[src/rtl/fxp_requant_pkg.sv]
package fxp_requant_pkg;
   localparam int REP_UNS  = 0;
   localparam int REP_TWOS = 1;
   localparam int REP_SM   = 2;

   localparam int OVF_SAT  = 0;
   localparam int OVF_WRAP = 1;

   localparam int RND_FLOOR = 0;
   localparam int RND_CEIL  = 1;
   localparam int RND_NEAR  = 2;

   function automatic int imax(input int a, input int b);
      return (a > b) ? a : b;
   endfunction
endpackage

[src/rtl/fxp_decode.sv]
module fxp_decode #(
   parameter int W   = 8,
   parameter int REP = 1,
   parameter int XW  = 9
) (
   input  logic [W-1:0]         code,
   output logic signed [XW-1:0] val
);
   import fxp_requant_pkg::*;

   if (XW <= W) begin : g_chk
      $error("fxp_decode: XW must exceed W");
   end

   if (REP == REP_UNS) begin : g_uns
      assign val = {{(XW-W){1'b0}}, code};
   end else if (REP == REP_TWOS) begin : g_twos
      assign val = {{(XW-W){code[W-1]}}, code};
   end else begin : g_sm
      logic signed [XW-1:0] mag;
      assign mag = {{(XW-W+1){1'b0}}, code[W-2:0]};
      assign val = code[W-1] ? -mag : mag;
   end
endmodule

[src/rtl/fxp_align_round.sv]
module fxp_align_round #(
   parameter int XW  = 9,
   parameter int SH  = 0,
   parameter int RND = 0,
   parameter int QW  = 12
) (
   input  logic signed [XW-1:0] val,
   output logic signed [QW-1:0] q
);
   import fxp_requant_pkg::*;

   if (QW < XW + imax(0, -SH) + 1) begin : g_chk
      $error("fxp_align_round: QW too narrow");
   end
   if (SH >= XW) begin : g_chk_sh
      $error("fxp_align_round: shift exceeds word");
   end

   if (SH <= 0) begin : g_left
      localparam int LS = -SH;
      assign q = QW'(val) <<< LS;
   end else begin : g_right
      localparam logic [SH-1:0] HALF = SH'(1) << (SH - 1);
      logic signed [XW-1:0] fl;
      logic [SH-1:0]        rem;
      logic                 inc;

      assign fl  = val >>> SH;
      assign rem = val[SH-1:0];

      always_comb begin
         if (RND == RND_FLOOR) begin
            inc = 1'b0;
         end else if (RND == RND_CEIL) begin
            inc = |rem;
         end else begin
            // half-way ties go away from zero
            inc = val[XW-1] ? (rem > HALF) : (rem >= HALF);
         end
      end

      assign q = QW'(fl) + {{(QW-1){1'b0}}, inc};
   end
endmodule

[src/rtl/fxp_saturate.sv]
module fxp_saturate #(
   parameter int QW  = 12,
   parameter int W   = 8,
   parameter int REP = 1,
   parameter int OVF = 0
) (
   input  logic signed [QW-1:0] q,
   output logic [W-1:0]         code,
   output logic                 ovf
);
   import fxp_requant_pkg::*;

   localparam logic signed [QW-1:0] ONE  = QW'(1);
   localparam logic signed [QW-1:0] MAXV = (REP == REP_UNS) ? ((ONE <<< W) - ONE)
                                                             : ((ONE <<< (W - 1)) - ONE);
   localparam logic signed [QW-1:0] MINV = (REP == REP_UNS)  ? '0
                                         : (REP == REP_TWOS) ? -(ONE <<< (W - 1))
                                                             : -MAXV;

   if (QW < W + 2) begin : g_chk
      $error("fxp_saturate: QW too narrow");
   end

   logic hi, lo;
   assign hi  = q > MAXV;
   assign lo  = q < MINV;
   assign ovf = hi | lo;

   if (OVF == OVF_SAT) begin : g_sat
      logic signed [QW-1:0] qc;
      assign qc = hi ? MAXV : (lo ? MINV : q);
      if (REP == REP_SM) begin : g_sm
         logic signed [QW-1:0] aq;
         assign aq   = qc[QW-1] ? -qc : qc;
         assign code = {qc[QW-1], aq[W-2:0]};
         always_comb begin
            // a clamped sign-magnitude code carries the full magnitude
            a_r5_sat_full_mag: assert (!ovf || (&code[W-2:0]));
         end
      end else begin : g_bin
         assign code = qc[W-1:0];
      end
   end else begin : g_wrap
      if (REP == REP_SM) begin : g_sm
         logic signed [QW-1:0] aq;
         logic [W-2:0]         mag;
         assign aq   = q[QW-1] ? -q : q;
         assign mag  = aq[W-2:0];
         assign code = {q[QW-1] && (|mag), mag};
      end else begin : g_bin
         assign code = q[W-1:0];
      end
   end

   if (REP == REP_SM) begin : g_zero_chk
      always_comb begin
         // sign-magnitude zero is never negative
         a_r7_no_neg_zero: assert (code != {1'b1, {(W-1){1'b0}}});
      end
   end
endmodule

[src/rtl/fxp_pipe.sv]
module fxp_pipe #(
   parameter int DW     = 8,
   parameter int STAGES = 2
) (
   input  logic          clk,
   input  logic          rst_n,
   input  logic          in_valid,
   output logic          in_ready,
   input  logic [DW-1:0] in_data,
   output logic          out_valid,
   input  logic          out_ready,
   output logic [DW-1:0] out_data
);
   localparam int CW = $clog2(STAGES + 2);

   if (STAGES < 1) begin : g_chk
      $error("fxp_pipe: STAGES must be at least 1");
   end

   logic [STAGES-1:0] v;
   logic [DW-1:0]     d  [STAGES];
   logic [STAGES:0]   adv;
   logic [STAGES:0]   cv;
   logic [DW-1:0]     cd [STAGES+1];

   always_comb begin
      adv[STAGES] = out_ready;
      for (int i = STAGES - 1; i >= 0; i--) begin
         adv[i] = !v[i] || adv[i+1];
      end
      cv = {v, in_valid};
      cd[0] = in_data;
      for (int i = 0; i < STAGES; i++) begin
         cd[i+1] = d[i];
      end
   end

   always_ff @(posedge clk or negedge rst_n) begin
      if (!rst_n) begin
         v <= '0;
      end else begin
         for (int i = 0; i < STAGES; i++) begin
            if (adv[i]) v[i] <= cv[i];
         end
      end
   end

   always_ff @(posedge clk) begin
      for (int i = 0; i < STAGES; i++) begin
         if (adv[i] && cv[i]) d[i] <= cd[i];
      end
   end

   assign in_ready  = adv[0];
   assign out_valid = v[STAGES-1];
   assign out_data  = d[STAGES-1];

   // occupancy tracker used only by the checks below
   logic [CW-1:0] occ;
   always_ff @(posedge clk or negedge rst_n) begin
      if (!rst_n) occ <= '0;
      else occ <= occ + CW'(in_valid && in_ready) - CW'(out_valid && out_ready);
   end

   a_r9_hold_when_blocked: assert property (@(posedge clk) disable iff (!rst_n)
      (out_valid && !out_ready) |=> (out_valid && $stable(out_data)));
   a_r11_refuse_only_full: assert property (@(posedge clk) disable iff (!rst_n)
      !in_ready |-> (out_valid && !out_ready && occ == CW'(STAGES)));
   a_r11_occ_bound: assert property (@(posedge clk) disable iff (!rst_n)
      occ <= CW'(STAGES));
   a_r12_no_phantom: assert property (@(posedge clk) disable iff (!rst_n)
      out_valid |-> (occ != '0));
endmodule

[src/rtl/fxp_requant.sv]
module fxp_requant
   import fxp_requant_pkg::*;
#(
   parameter int IN_W     = 12,
   parameter int IN_FRAC  = 4,
   parameter int IN_REP   = REP_TWOS,
   parameter int OUT_W    = 8,
   parameter int OUT_FRAC = 2,
   parameter int OUT_REP  = REP_SM,
   parameter int OVF_MODE = OVF_SAT,
   parameter int RND_MODE = RND_NEAR,
   parameter int STAGES   = 3,
   parameter int N_SINK   = 2
) (
   input  logic              clk,
   input  logic              rst_n,
   input  logic              in_valid,
   output logic              in_ready,
   input  logic [IN_W-1:0]   in_data,
   output logic              out_valid,
   input  logic [N_SINK-1:0] sink_ready,
   output logic [OUT_W-1:0]  out_data,
   output logic              out_ovf
);
   localparam int XW    = IN_W + 1;
   localparam int SHIFT = IN_FRAC - OUT_FRAC;
   localparam int QW    = imax(XW + imax(0, -SHIFT), OUT_W + 1) + 2;

   if (IN_W < 2 || OUT_W < 2) begin : g_chk_w
      $error("fxp_requant: word widths must be at least 2");
   end
   if (IN_FRAC < 0 || IN_FRAC > IN_W || OUT_FRAC < 0 || OUT_FRAC > OUT_W) begin : g_chk_f
      $error("fxp_requant: fractional bit count out of range");
   end
   if (IN_REP > REP_SM || OUT_REP > REP_SM || IN_REP < 0 || OUT_REP < 0) begin : g_chk_r
      $error("fxp_requant: unknown representation");
   end
   if (OVF_MODE > OVF_WRAP || OVF_MODE < 0 || RND_MODE > RND_NEAR || RND_MODE < 0) begin : g_chk_m
      $error("fxp_requant: unknown overflow or rounding mode");
   end
   if (N_SINK < 1 || STAGES < 1) begin : g_chk_n
      $error("fxp_requant: N_SINK and STAGES must be at least 1");
   end

   logic signed [XW-1:0] val;
   logic signed [QW-1:0] q;
   logic [OUT_W-1:0]     code;
   logic                 ovf;
   logic                 all_rdy;
   logic [OUT_W:0]       head;

   fxp_decode #(.W(IN_W), .REP(IN_REP), .XW(XW)) u_dec (
      .code (in_data),
      .val  (val)
   );

   fxp_align_round #(.XW(XW), .SH(SHIFT), .RND(RND_MODE), .QW(QW)) u_rnd (
      .val (val),
      .q   (q)
   );

   fxp_saturate #(.QW(QW), .W(OUT_W), .REP(OUT_REP), .OVF(OVF_MODE)) u_sat (
      .q    (q),
      .code (code),
      .ovf  (ovf)
   );

   assign all_rdy = &sink_ready;

   fxp_pipe #(.DW(OUT_W + 1), .STAGES(STAGES)) u_pipe (
      .clk       (clk),
      .rst_n     (rst_n),
      .in_valid  (in_valid),
      .in_ready  (in_ready),
      .in_data   ({ovf, code}),
      .out_valid (out_valid),
      .out_ready (all_rdy),
      .out_data  (head)
   );

   assign out_ovf  = head[OUT_W];
   assign out_data = head[OUT_W-1:0];

   // a partially ready consumer set never lets the head leave
   a_r9_all_sinks: assert property (@(posedge clk) disable iff (!rst_n)
      (out_valid && !all_rdy) |=> (out_valid && $stable(out_data) && $stable(out_ovf)));
endmodule

[config.mk]
export PLATFORM = sky130hd
export DESIGN_NAME = fxp_requant
export DESIGN_NICKNAME = d
export VERILOG_FILES = /design/src/rtl/fxp_requant_pkg.sv /design/src/rtl/fxp_decode.sv /design/src/rtl/fxp_align_round.sv /design/src/rtl/fxp_saturate.sv /design/src/rtl/fxp_pipe.sv /design/src/rtl/fxp_requant.sv
export SDC_FILE = /design/constraint.sdc
export NUM_CORES = 1
export LEC_CHECK = 0
export ABC_CLOCK_PERIOD_IN_PS = 3200
export BUFFER_PORTS_ARGS = -buffer_cell sky130_fd_sc_hd__buf_2
export CAP_MARGIN = 20
export CORE_MARGIN = 4
export CORE_UTILIZATION = 35
export DETAILED_ROUTE_END_ITERATION = 8
export GPL_TIMING_DRIVEN = 0
export SETUP_SLACK_MARGIN = 0.4
export SYNTH_ARGS = -nofsm -noshare
export SYNTH_HDL_FRONTEND = slang
export SYNTH_HIERARCHICAL = 1
export SYNTH_SLANG_ARGS = --single-unit
export TNS_END_PERCENT = 20
[constraint.sdc]
create_clock -name clk -period 3.2 [get_ports clk]
set_input_delay 0.48 -clock clk [delete_from_list [all_inputs] [get_ports clk]]
set_output_delay 0.48 -clock clk [all_outputs]
set_load 0.05 [all_outputs]
=== Word-level counts from Yosys, hierarchy flattened ===
Memory sizes are Yosys's and may differ from the RTL's.
Index checks and enable logic that the tools add are counted.

* Memories kept: 1
* Memory bits (writable): 27
* Input port bits: 17
* Bits in registers: 3
* Output and inout bits: 11

* Reductions and logical operators: 10
* Multiplexer cells: 10
* Bitwise gates (word level): 1
* Add/sub/neg operators: 2
* Magnitude comparators: 4

{| class="wikitable"
|+ Memory list
! name !! depth !! width !! rd ports !! clocked after Yosys merged registers in !! write ports !! line !! source
|-
| u_pipe.d || 3 || 9 || 3 || 0 || 3 || fxp_pipe.sv:21 || <nowiki>logic [DW-1:0] d [STAGES];</nowiki>
|}

{| class="wikitable"
|+ Operators by type and width
! cell !! count
|-
| 2-to-1 mux 15 bit || 2
|-
| adder 10 x 2 -> 11 bit || 1
|-
| > comparator 11 x 8 -> 1 bit, second input constant || 1
|-
| less-than comparator 11 x 8 -> 1 bit, second input constant || 1
|-
| 2-to-1 mux 1 bit || 7
|-
| 2-to-1 mux 7 bit || 1
|-
| negator 7 bit || 1
|-
| logical AND 1 bit || 3
|-
| zero test 1 bit || 3
|-
| logical OR 1 bit || 3
|-
| >= comparator 2 bit, second input constant || 1
|-
| > comparator 2 bit, second input constant || 1
|-
| AND reduction 2 bit || 1
|-
| bitwise OR 1 bit || 1
|}

=== Longest topological paths before layout ===
* Depth in word-level cells: 8
* Mapped depth: 18
* Mapped depth without buffers: 15

=== Hierarchy ===
The synthesis kept the hierarchy.

{| class="wikitable"
|+ By module, submodules not included
! module !! instances !! seq. area each (um^2) !! area an instance (um^2) !! cells an instance
|-
| fxp_pipe || 1 || 885.8 || 955.9 || 39
|-
| fxp_saturate || 1 || 0.0 || 367.9 || 54
|-
| fxp_align_round || 1 || 0.0 || 229.0 || 30
|-
| fxp_decode || 1 || 0.0 || 97.6 || 13
|-
| fxp_requant || 1 || 0.0 || 6.3 || 1
|}

=== Worst setup path before layout ===
OpenSTA, ideal clock, no wires.

* Path type: input to register
* Start point: input port in_data[11]
* End point: memory u_pipe/d[0][6] in the netlist's numbering (data pin)
* Data required time: 2.937 ns
* Path slack: -0.574 ns
* Arrival: 3.510 ns
* Path buffers: 2
* Stages: 17
* Cells stage by stage: buf_4 > inv_1 > o21a_1 > ha_1 > ha_1 > xor2_1 > or3_4 > nor3_1 > a211o_1 > ha_1 > clkbuf_1 > nor2b_1 > nor2_1 > ha_1 > nand3b_1 > mux2i_1 > a2111o_1

{| class="wikitable"
|+ RTL lines
! element !! line !! source
|-
| start: declaration || fxp_requant.sv:19 || <nowiki>input logic [IN_W-1:0] in_data,</nowiki>
|-
| end: declaration || fxp_pipe.sv:21 ||
|}

==> implementation parameters <==
Parameter                              Value

Critical path
  Crit. End Element    register
  Worst reg2reg startpoint    u_pipe/v[2]
  Data arrival time at the worst-slack endpoint    about 3.4 ns
  Category of the critical setup timing path    primary input to register
  Reg2reg end    u_pipe/d[0][14]
  Worst EP required    ~3.2 ns
  Reg2reg setup slack    approximately 1.6 ns
  Number of cells on the worst reg-to-reg path    2
  Top fanout value on the critical path    10
  Startpoint class of the critical path    primary input

Timing
  Worst-margin pin slew    about 0.8 ns
  Max Freq    296 MHz
  Clock tree skew after final layout    ~0.0045 ns
  Final slew viol count    0
  Total of endpoints with negative setup slack in the final report    4
  Setup TNS Final    -0.446 ns
  Final Hold Viols    0
  Setup repair after global routing missed its margin    true
  Final Worst Setup Slack    -0.177 ns
  Final critical-path share of the clock period    1.06
  Worst hold margin    between 0.4 and 0.5 ns
  Time the final worst path needs with I/O delays and setup    3.38 ns
  Max_slew headroom    0.480

Worst hold path
  Path category of the worst min-delay check    register to register
  Hold endpoint    u_pipe/d[0][23]
  Worst hold stages    0
  Launch point of the worst hold path    u_pipe/d[0][14]

Synth
  EDFF count, synth    27
  Mean instance size in the synthesized netlist    around 12 um2
  YS warnings    6
  Post-synthesis cell area    0.00166 mm2
  Sequential element share of the synthesized area    0.535
  Number of storage elements in the synthesis netlist    30
  Primary FF master, synth    sky130_fd_sc_hd__edfxtp_1
  Cell count after synthesis    between 100 and 150
  Distinct cell type count after synthesis    between 40 and 50
  Async set-or-reset flop fraction in the synthesized netlist    0.100
  Post-synthesis cell type with the largest combined area    sky130_fd_sc_hd__edfxtp_1
  Synthesized net count    159
  Fraction of post-synthesis cell area in the top cell type by area    0.489
  Ranking of synthesized cells by area    sky130_fd_sc_hd__edfxtp_1 (49%), sky130_fd_sc_hd__buf_4 (7.7%), sky130_fd_sc_hd__xnor2_1 (4.8%)

Die
  Die outline area    0.00590 mm2
  I/O pin count    28
  Die Y-Extent    76.8 um
  Horizontal extent of the die    around 77 um
  Core Region    ~0.0045 mm2
  Starting density of the core    0.370
  Core Rows    24

Power
  Maximum resistive drop on vdd    173 uV
  Share of total power in sequential cells    0.496
  Overall Power    approximately 940 uW
  Switching share of total power    0.246
  Combinational group share of total power    0.190
  Pleak    between 0.7 and 0.8 nW
  Switching power    between 200 and 250 uW
  Internal power    approximately 710 uW
  Power density of the placed cells    approximately 450 mW/mm2
  Portion of total power attributed to the clock network    0.313

Global routing
  Global router's overall resource usage    0.0946
  Largest net degree at the start of global routing    11
  Global-route wire length before repair    approximately 4500 um
  Number of antenna violations at the first check in global routing    0
  Total overflow reported by the global router    0
  Via count of the first global-routing pass    roughly 1.1k

Routing
  1st-pass router iterations    4
  Vias/cell    ~5.0
  DRT Wirelength    2730 um
  Number of DRC violations after detailed-routing iteration 0    33
  Post-route antenna net violation count    0
  Wire length per cell after detailed routing    ~13 um
  Vias    about 1.1k
  DRC Markers    0

Placement
  Port buffer count    15
  GPL Wtd Cong    approximately 0.81
  Dpl hpwl    2090 um
  Setup slack after placement    -0.519 ns

Clock network
  Clk slew on worst S/H paths    around 0.06 ns
  Clock buffer depth    2
  Number of CTS-inserted buffers    5
  Buffer type at the clock tree root    sky130_fd_sc_hd__clkbuf_8
  H-tree levels    2
  Number of clock sinks    30
  Clock network latency to the later pin of the worst-skew pair    0.27 ns
  TritonCTS clock tree    built

Layout
  Area added between synthesis and finish    26.4%
  Area used by sequential logic in the layout    approximately 900 um2
  Layout cell share with drive strength beyond 1    0.412
  Area used by multi-input combinational logic    approximately 750 um2
  Post-layout nets    approximately 190
  # diodes    0
  Layout fillers    388
  Share of the core filled with cells    0.468

Run status
  Violations in the final reports    setup timing
  Result of the run    finished, violations left

Run
  Reported max-cap violation count    0
## cell families (layout without fill, tap and decap cells)
logic type	after synthesis	in the layout	synth area share
muxes	1	1	0.00604
adders and majority gates	5	5	0.0378
DFF	30	30	0.535
and+or+nand+nor	48	48	0.183
xor gates and xnor gates	10	10	0.0529
AOI/OAI and AO/OA	18	18	0.0861
buffers and inverters	25	53	0.0997
## repair_timing
item / CTS / global route
endpoints found under the setup margin: 7 / 7
gates resized for setup: 4 / 6
setup buffers: 2 / 2
hold endpoints to repair: 3 / 0
hold buffers: 1 / 0
pin swaps: 3 / 4
## through the flow
step	cells	area, um2
final	217	2090
after CTS	215	2040
after floorplan	137	1770
after detailed placement	204	1910
after global routing	217	2090
after global placement	204	1910
## worst max-delay path, stage by stage
cell	delay, ns
sky130_fd_sc_hd__buf_4	0.09
sky130_fd_sc_hd__inv_2	0.04
sky130_fd_sc_hd__o21a_1	0.18
sky130_fd_sc_hd__ha_2	0.20
sky130_fd_sc_hd__ha_4	0.20
sky130_fd_sc_hd__xor2_4	0.19
sky130_fd_sc_hd__or3_4	0.41
sky130_fd_sc_hd__nor3_2	0.11
sky130_fd_sc_hd__a211o_1	0.17
sky130_fd_sc_hd__ha_4	0.22
sky130_fd_sc_hd__clkbuf_16	0.17
sky130_fd_sc_hd__nor3_2	0.26
sky130_fd_sc_hd__ha_4	0.21
sky130_fd_sc_hd__nor3_1	0.05
sky130_fd_sc_hd__a2111o_1	0.39
## power groups by stage
stage	Sequential (mW)	Combinational [mW]	Clock (mW)
3_3_place_gp	0.474	0.162	0
5_1_grt	0.470	0.194	0.321
2_1_floorplan	0.498	0.112	0
4_1_cts	0.468	0.172	0.309
6_report	0.468	0.179	0.295
3_5_place_dp	0.476	0.166	0
## area by class of cell
class	count	area share
Multi-Input combinational cell	82	0.358
Inverter	4	0.00717
Sequential cell	30	0.423
Clock buffer	8	0.0430
Tap cell	52	0.0311
Buffer	21	0.0825
Timing Repair Buffer	20	0.0550
## state kept, by name (all words and copies together), names as in the netlist
signal and cells:
u_pipe/v 3, u_pipe/d 27
## layer usage
metal | up-vias | global-route usage | share of wire
li1 | 542 | - | -
met1 | 514 | 0.0940 | 0.40
met2 | 34 | 0.175 | 0.53
met3 | 5 | 0.0164 | 0.048
met4 | 0 | 0.0688 | 0.024
met5 | - | 0 | 0
## worst max path at each step
stage	from	to	slack (ns)	depth (start not counted)
after CTS	in_data[11]	u_pipe/d[0][4]	-0.14	16
after detailed placement	in_data[11]	u_pipe/d[0][4]	-0.52	16
final	in_data[11]	u_pipe/d[0][6]	-0.18	15
after floorplan	in_data[11]	u_pipe/d[0][6]	-0.22	17
after global placement	in_data[11]	u_pipe/d[0][4]	-0.45	16
after global routing	in_data[11]	u_pipe/d[0][6]	-0.26	17
## cells in the mapped netlist, types with 3 or more instances
cell	count
sky130_fd_sc_hd__nor3_1	4
sky130_fd_sc_hd__nand3_1	4
sky130_fd_sc_hd__nand4_1	5
sky130_fd_sc_hd__nor2b_1	5
sky130_fd_sc_hd__nor2_1	6
sky130_fd_sc_hd__ha_1	5
sky130_fd_sc_hd__xnor2_1	9
sky130_fd_sc_hd__nor4_1	3
sky130_fd_sc_hd__nand2b_1	5
sky130_fd_sc_hd__and2_1	3
sky130_fd_sc_hd__nand2_1	3
sky130_fd_sc_hd__dfrtp_1	3
sky130_fd_sc_hd__buf_4	17
sky130_fd_sc_hd__clkbuf_1	3
sky130_fd_sc_hd__edfxtp_1	27
sky130_fd_sc_hd__inv_1	4
## layout by cell type (no fill, tap or decap), types with 3 or more instances in the layout
cell | Yosys | layout
sky130_fd_sc_hd__nor2_1 | 6 | 5
sky130_fd_sc_hd__nand2b_1 | 5 | 5
sky130_fd_sc_hd__buf_4 | 17 | 21
sky130_fd_sc_hd__inv_1 | 4 | 3
sky130_fd_sc_hd__nand3_1 | 4 | 3
sky130_fd_sc_hd__nor2b_1 | 5 | 4
sky130_fd_sc_hd__edfxtp_1 | 27 | 27
sky130_fd_sc_hd__dfrtp_1 | 3 | 3
sky130_fd_sc_hd__clkbuf_8 | 0 | 6
sky130_fd_sc_hd__buf_2 | 0 | 15
sky130_fd_sc_hd__clkbuf_1 | 3 | 3
sky130_fd_sc_hd__xnor2_1 | 9 | 6
sky130_fd_sc_hd__nor4_1 | 3 | 3
sky130_fd_sc_hd__nand2_1 | 3 | 3
sky130_fd_sc_hd__ha_4 | 0 | 3
sky130_fd_sc_hd__nand4_1 | 5 | 5
Power figures use the tool's default switching activity.
